[config.mk]
export PLATFORM = sky130hd
export DESIGN_NAME = spec_load_table
export DESIGN_NICKNAME = d
export VERILOG_FILES = /design/src/rtl/slt_pkg.sv /design/src/rtl/slt_overlap.sv /design/src/rtl/slt_entry.sv /design/src/rtl/slt_slot_pick.sv /design/src/rtl/spec_load_table.sv
export SDC_FILE = /design/constraint.sdc
export NUM_CORES = 2
export LEC_CHECK = 0
export BUFFER_PORTS_ARGS = -buffer_cell sky130_fd_sc_hd__buf_2
export CAP_MARGIN = 20
export CORE_MARGIN = 5
export CORE_UTILIZATION = 35
export DETAILED_ROUTE_END_ITERATION = 7
export PLACE_DENSITY = 0.58
export SLEW_MARGIN = 10
export SYNTH_ARGS = -nofsm -noshare
export SYNTH_HDL_FRONTEND = slang
export SYNTH_SLANG_ARGS = --single-unit
[constraint.sdc]
create_clock -name clk -period 11.79 [get_ports clk]
set_clock_uncertainty 0.1 [all_clocks]
set_input_delay 1.179 -clock clk [delete_from_list [all_inputs] [get_ports clk]]
set_output_delay 1.179 -clock clk [all_outputs]
set_load 0.01 [all_outputs]
[src/rtl/slt_pkg.sv]
package slt_pkg;
   typedef enum logic [1:0] {
      SZ_1B = 2'd0,
      SZ_2B = 2'd1,
      SZ_4B = 2'd2,
      SZ_8B = 2'd3
   } acc_size_e;

   localparam int unsigned SIZE_W = 2;
endpackage

[src/rtl/slt_overlap.sv]
module slt_overlap #(
   parameter int unsigned ADDR_W = 32
) (
   input  logic [ADDR_W-1:0] a_addr,
   input  logic [1:0]        a_size,
   input  logic [ADDR_W-1:0] b_addr,
   input  logic [1:0]        b_size,
   output logic              hit
);
   localparam int unsigned XW = ADDR_W + 1;

   logic [XW-1:0] a_lo, a_end, b_lo, b_end;

   always_comb begin
      a_lo  = {1'b0, a_addr};
      b_lo  = {1'b0, b_addr};
      a_end = a_lo + (XW'(1) << a_size);
      b_end = b_lo + (XW'(1) << b_size);
      hit   = (a_lo < b_end) && (b_lo < a_end);
   end
endmodule

[src/rtl/slt_entry.sv]
module slt_entry #(
   parameter int unsigned REG_W  = 7,
   parameter int unsigned ADDR_W = 32
) (
   input  logic              clk,
   input  logic              rst_n,
   input  logic              flush,
   input  logic              wr,
   input  logic [REG_W-1:0]  wr_reg,
   input  logic [ADDR_W-1:0] wr_addr,
   input  logic [1:0]        wr_size,
   input  logic              st_valid,
   input  logic [ADDR_W-1:0] st_addr,
   input  logic [1:0]        st_size,
   input  logic              clr,
   output logic              valid,
   output logic [REG_W-1:0]  tag
);
   logic [ADDR_W-1:0] addr_q;
   logic [1:0]        size_q;
   logic              ovl;
   logic              snoop_kill;

   slt_overlap #(.ADDR_W(ADDR_W)) u_ovl (
      .a_addr (addr_q),
      .a_size (size_q),
      .b_addr (st_addr),
      .b_size (st_size),
      .hit    (ovl)
   );

   assign snoop_kill = st_valid && ovl;

   always_ff @(posedge clk or negedge rst_n) begin
      if (!rst_n) begin
         valid  <= 1'b0;
         tag    <= '0;
         addr_q <= '0;
         size_q <= '0;
      end else if (flush) begin
         valid  <= 1'b0;
      end else if (wr) begin
         valid  <= 1'b1;
         tag    <= wr_reg;
         addr_q <= wr_addr;
         size_q <= wr_size;
      end else if (snoop_kill || clr) begin
         valid  <= 1'b0;
      end
   end

   AST_STORE_KILLS: assert property (@(posedge clk) disable iff (!rst_n)
      (valid && snoop_kill && !wr) |=> !valid);
endmodule

[src/rtl/slt_slot_pick.sv]
module slt_slot_pick #(
   parameter int unsigned ENTRIES = 16
) (
   input  logic               clk,
   input  logic               rst_n,
   input  logic               flush,
   input  logic               ins_valid,
   input  logic [ENTRIES-1:0] valid,
   input  logic [ENTRIES-1:0] reg_hit,
   output logic [ENTRIES-1:0] sel
);
   localparam int unsigned IDX_W = (ENTRIES > 1) ? $clog2(ENTRIES) : 1;
   localparam logic [IDX_W-1:0] LAST = IDX_W'(ENTRIES - 1);

   logic [IDX_W-1:0] rr_q;
   logic [IDX_W-1:0] hit_idx, free_idx, pick;
   logic             any_hit, any_free, evict;

   always_comb begin
      hit_idx  = '0;
      free_idx = '0;
      for (int i = ENTRIES - 1; i >= 0; i--) begin
         if (reg_hit[i]) hit_idx  = IDX_W'(i);
         if (!valid[i])  free_idx = IDX_W'(i);
      end
      any_hit  = |reg_hit;
      any_free = ~&valid;
      evict    = !any_hit && !any_free;
      if (any_hit)       pick = hit_idx;
      else if (any_free) pick = free_idx;
      else               pick = rr_q;
      sel = '0;
      sel[pick] = 1'b1;
   end

   always_ff @(posedge clk or negedge rst_n) begin
      if (!rst_n)
         rr_q <= '0;
      else if (ins_valid && !flush && evict)
         rr_q <= (rr_q == LAST) ? '0 : rr_q + 1'b1;
   end

   AST_RR_ADVANCE: assert property (@(posedge clk) disable iff (!rst_n)
      (ins_valid && !flush && &valid && reg_hit == '0) |=> (rr_q != $past(rr_q)));
endmodule

[src/rtl/spec_load_table.sv]
module spec_load_table #(
   parameter int unsigned ENTRIES = 16,
   parameter int unsigned REG_W   = 7,
   parameter int unsigned ADDR_W  = 32
) (
   input  logic              clk,
   input  logic              rst_n,
   input  logic              flush_i,
   input  logic              ins_valid_i,
   input  logic [REG_W-1:0]  ins_reg_i,
   input  logic [ADDR_W-1:0] ins_addr_i,
   input  logic [1:0]        ins_size_i,
   input  logic              st_valid_i,
   input  logic [ADDR_W-1:0] st_addr_i,
   input  logic [1:0]        st_size_i,
   input  logic              chk_valid_i,
   input  logic [REG_W-1:0]  chk_reg_i,
   input  logic              chk_clear_i,
   output logic              chk_pass_o,
   output logic              chk_fail_o
);
   import slt_pkg::*;

   generate
      if (ENTRIES < 2)       begin : g_bad_depth $error("ENTRIES must be at least 2"); end
      if (REG_W < 1)         begin : g_bad_reg   $error("REG_W must be positive"); end
      if (ADDR_W < 4)        begin : g_bad_addr  $error("ADDR_W must be at least 4"); end
      if (SIZE_W != 2)       begin : g_bad_size  $error("size code must be 2 bits"); end
   endgenerate

   logic [ENTRIES-1:0] vld, ins_hit, chk_hit, wr_sel, clr;
   logic [REG_W-1:0]   tag [ENTRIES];

   slt_slot_pick #(.ENTRIES(ENTRIES)) u_pick (
      .clk       (clk),
      .rst_n     (rst_n),
      .flush     (flush_i),
      .ins_valid (ins_valid_i),
      .valid     (vld),
      .reg_hit   (ins_hit),
      .sel       (wr_sel)
   );

   generate
      for (genvar e = 0; e < ENTRIES; e++) begin : g_ent
         assign ins_hit[e] = vld[e] && (tag[e] == ins_reg_i);
         assign chk_hit[e] = vld[e] && (tag[e] == chk_reg_i);
         assign clr[e]     = chk_valid_i && chk_clear_i && chk_hit[e];

         slt_entry #(.REG_W(REG_W), .ADDR_W(ADDR_W)) u_ent (
            .clk      (clk),
            .rst_n    (rst_n),
            .flush    (flush_i),
            .wr       (ins_valid_i && wr_sel[e]),
            .wr_reg   (ins_reg_i),
            .wr_addr  (ins_addr_i),
            .wr_size  (ins_size_i),
            .st_valid (st_valid_i),
            .st_addr  (st_addr_i),
            .st_size  (st_size_i),
            .clr      (clr[e]),
            .valid    (vld[e]),
            .tag      (tag[e])
         );
      end
   endgenerate

   assign chk_pass_o = chk_valid_i && (|chk_hit);
   assign chk_fail_o = chk_valid_i && !(|chk_hit);

   AST_FLUSH_EMPTY: assert property (@(posedge clk) disable iff (!rst_n)
      flush_i |=> (vld == '0));

   AST_ONE_PER_REG: assert property (@(posedge clk) disable iff (!rst_n)
      chk_valid_i |-> $onehot0(chk_hit));

   AST_INSERT_SEEN: assert property (@(posedge clk) disable iff (!rst_n)
      ($past(ins_valid_i && !flush_i) && chk_valid_i && chk_reg_i == $past(ins_reg_i))
      |-> chk_pass_o);

   AST_CLEAR_DROPS: assert property (@(posedge clk) disable iff (!rst_n)
      ($past(chk_pass_o && chk_clear_i && !(ins_valid_i && ins_reg_i == chk_reg_i))
       && chk_valid_i && chk_reg_i == $past(chk_reg_i)) |-> !chk_pass_o);
endmodule

==> impl_metrics.sql <==
INSERT INTO impl_metrics (metric_group, metric, value, unit) VALUES
('finish', 'instances_no_fill', '8530', ''),
('global_route', 'number_of_antenna_violations_at_the_first_check_in_global_routing', '18', ''),
('synth', 'post_synthesis_xor_xnor_area_fraction', '10.58', '%'),
('sta', 'finalCriticalPeriod', '6.240', 'ns'),
('job', 'drv.max_cap_violation_count', '0', ''),
('synth', 'dominantRegCellSynth', 'sky130_fd_sc_hd__dfrtp_1', ''),
('synth', 'yosysSeqAreaShare', '27.79', '%'),
('synth', 'postSynthRegisterBits', '676', ''),
('cts', 'numCtsBuffers', '86', ''),
('global_route', 'via_count_of_the_first_global_routing_pass', '48670', ''),
('sta', 'timing.final.max_slew_violations', '0', ''),
('critical_path', 'crit_path_end_kind', 'register', ''),
('cts', 'clkTransAtPathRegs', '0.06', 'ns'),
('floorplan', 'io-pin-count', '91', ''),
('routing', 'drc', '0', ''),
('sta', 'grt_setup_unrepaired', 'false', ''),
('synth', 'synth-simple-area-share', '13.66', '%'),
('power', 'pwr-share-clk', '38.7', '%'),
('cts', 'clkLatencyLatePin', '0.71', 'ns'),
('critical_path', 'timing.reg2reg.worst_path_depth', '20', ''),
('routing', 'vias_per_cell', '5.622', ''),
('finish', 'num-fill-cells', '17080', ''),
('cts', 'cts_max_level', '3', ''),
('power', 'p_int', '0.004982', 'W'),
('power', 'p_leak', '31.04', 'nW'),
('synth', 'yosysWarningCount', '0', ''),
('finish', 'design.final.nets', '7294', ''),
('synth', 'yosys.area.top_type_share', '27.79', '%'),
('critical_path', 'ff_to_ff_setup_slack', '5.94', 'ns'),
('power', 'p_seq_share', '37.2', '%'),
('routing', 'num_vias', '47950', ''),
('sta', 'totalNegativeSetupSlack', '0', 'ns'),
('floorplan', 'rows', '153', ''),
('power', 'total_switching_power', '0.002399', 'W'),
('floorplan', 'height_of_the_die', '427.0', 'µm'),
('outcome', 'run_status', 'finished clean', ''),
('finish', 'drive_gt1_share', '16.73', '%'),
('critical_path', 'worstReg2RegEnd', 'g_ent[10].u_ent.valid', ''),
('cts', 'cts_hold_repair.buffers', '0', ''),
('placement', 'placed_cells_incl_taps', '8364', ''),
('synth', 'synth_top_area_cell', 'sky130_fd_sc_hd__dfrtp_1', ''),
('cts', 'clock-sinks', '676', ''),
('routing', 'dr_iter_0_viols', '2826', ''),
('placement', 'gp_congestion', '0.9064', ''),
('finish', 'syn2layout_area_growth', '10.46', '%'),
('routing', 'drt_pass_1_iters', '5', ''),
('floorplan', 'die-area', '0.1823', 'mm²'),
('sta', 'maxClockFrequency', '160.3', 'MHz'),
('synth', 'synthDistinctLibCells', '80', ''),
('synth', 'synth_compound_gate_area_share', '10.91', '%'),
('sta', 'tightest_slew', '1.282', 'ns'),
('cts', 'cts_root_buffer', 'sky130_fd_sc_hd__clkbuf_16', ''),
('synth', 'postSynthAreaPerCell', '10.10', 'µm²'),
('power', 'sw_frac_of_total', '32.50', '%'),
('critical_path', 'critical_path_required', '12.23', 'ns'),
('routing', 'route.detailed.wl_per_inst', '23.04', 'µm'),
('sta', 'slew-limit-headroom', '12.34', '%'),
('global_route', 'maximum_number_of_pins_on_one_net_before_global_route_repair', '145', ''),
('power', 'p_total', '0.007381', 'W'),
('cts', 'post_cts_buffers', '0', ''),
('routing', 'ant_nets', '0', ''),
('floorplan', 'start_util', '35.09', '%'),
('power', 'power.density', '109.8', 'mW/mm²'),
('sta', 'hold_viol_final', '0', ''),
('synth', 'synth-edff-count', '0', ''),
('synth', 'main_combinational_cell_family_by_area_after_synthesis', 'adder cells', ''),
('global_route', 'grt_remaining_overflow', '0', ''),
('floorplan', 'floorplan.die.width', '427.0', 'µm'),
('synth', 'async_reset_ff_share', '100.0', '%'),
('critical_path', 'worstPathCellList', 'buf_2 -> ha_1 -> a21o_1 -> a21oi_1 -> nor2b_1 -> o21a_1 -> nand2_1 -> nor3_1 -> nand3_1 -> nor2_1 -> xnor2_2 -> buf_4 -> ha_1 -> a2111o_1 -> a2111oi_0 -> o221a_2 -> o31ai_1 -> a21o_1 -> a211o_1', ''),
('power', 'pwr-share-comb', '24.1', '%');
-- cells by family (layout without fill, tap and decap cells) --
logic type | Yosys count | after routing
XOR/XNOR | 735 | 735
flip-flops | 676 | 676
AO/OA/AOI/OAI | 1022 | 1022
AND/OR/NAND/NOR | 1614 | 1614
buffers and inverters | 241 | 416
multiplexers | 657 | 657
adder cells (fa/ha/maj) | 1078 | 1078
other | 0 | 7
-- area by class of cell --
cell class                      instances  area, µm²  area share (%)
Inverter                               79      296.5          0.4411
Tap cell                             2325       2909           4.327
Clock buffer                          107       2321           3.452
Sequential cell                       676      16920           25.16
Multi-Input combinational cell       5106      42930           63.86
Timing Repair Buffer                  178       1146           1.705
Antenna cell                            7      17.52         0.02606
Clock inverter                         52      691.9           1.029
-- worst max-delay path by stage --
stage / start / endpoint / slack, ns / depth (start not counted)
floorplan: st_size_i[1] / g_ent[4].u_ent.valid / 5.80 / 18
global placement: st_addr_i[1] / g_ent[13].u_ent.valid / 4.86 / 19
detailed placement: st_addr_i[1] / g_ent[13].u_ent.valid / 4.91 / 19
CTS: st_addr_i[1] / g_ent[13].u_ent.valid / 5.58 / 19
global route: st_addr_i[1] / g_ent[13].u_ent.valid / 5.33 / 19
finish: st_addr_i[1] / g_ent[13].u_ent.valid / 5.55 / 19
-- per-layer routing --
| layer | share of wire, % | global-route usage [%] |
|---|---|---|
| met4 | 3.5 | 7.221 |
| met2 | 47 | 35.71 |
| met1 | 45 | 28.10 |
| met5 | 0.014 | 0 |
| met3 | 4.2 | 2.685 |
-- power groups by stage --
stage	Sequential, W	Clock, W	Combinational [W]
finish	0.00275	0.00286	0.00178
detailed placement	0.00278	0	0.00178
floorplan	0.00271	0	0.00122
CTS	0.00274	0.00292	0.00179
global route	0.00278	0.00300	0.00201
global placement	0.00278	0	0.00171
-- placed cells by master (no fill, tap or decap), types with 19 or more instances in the layout --
cell type                   Yosys  layout
sky130_fd_sc_hd__a2111oi_0     34      34
sky130_fd_sc_hd__a211oi_1      59      59
sky130_fd_sc_hd__a21o_1       189     189
sky130_fd_sc_hd__a21oi_1      277     277
sky130_fd_sc_hd__a31oi_1       32      32
sky130_fd_sc_hd__and2_1        38      36
sky130_fd_sc_hd__and3_1       106     106
sky130_fd_sc_hd__and4_1        42      42
sky130_fd_sc_hd__buf_2         51      89
sky130_fd_sc_hd__buf_4         11      86
sky130_fd_sc_hd__clkbuf_16      0      86
sky130_fd_sc_hd__clkinv_2       0      19
sky130_fd_sc_hd__dfrtp_1      676     676
sky130_fd_sc_hd__ha_1        1061    1061
sky130_fd_sc_hd__inv_1         78      78
sky130_fd_sc_hd__mux2_2       577     577
sky130_fd_sc_hd__mux2_4        78      78
sky130_fd_sc_hd__nand2_1      341     340
sky130_fd_sc_hd__nand2b_1      62      59
sky130_fd_sc_hd__nand3_1      211     209
sky130_fd_sc_hd__nand4_1      202     202
sky130_fd_sc_hd__nor2_1       313     313
sky130_fd_sc_hd__nor2b_1      122     122
sky130_fd_sc_hd__nor3_1        73      73
sky130_fd_sc_hd__nor4_1        41      41
sky130_fd_sc_hd__o2111ai_1     26      26
sky130_fd_sc_hd__o211ai_1      32      32
sky130_fd_sc_hd__o21a_1        42      42
sky130_fd_sc_hd__o21ai_0      207     207
sky130_fd_sc_hd__xnor2_1      404     390
sky130_fd_sc_hd__xor2_1       331     320
-- metrics by stage --
stage          worst slack (ns)  util [%]  instance area (µm²)
6_report                  5.550     38.76                67230
5_1_grt                   5.327     38.76                67220
4_1_cts                   5.583     38.75                67210
3_5_place_dp              4.907     37.02                64200
3_3_place_gp              4.862     37.02                64200
2_1_floorplan             5.797         -                60860
-- state kept, by name (all words and copies together), names as in the netlist --
signal,cells
u_pick.rr_q,4
g_ent.u_ent.size_q,32
g_ent.u_ent.valid,16
g_ent.u_ent.tag,112
g_ent.u_ent.addr_q,512
-- critical path, delay by kind of cell --
family | cells | cell delay, ns
fa+ha+maj | 2 | 0.61
xor+xnor | 1 | 0.47
compound gates | 9 | 2.68
simple gates | 5 | 0.94
buf+inv | 2 | 0.78
No activity file was read; power rests on OpenSTA's default activity.
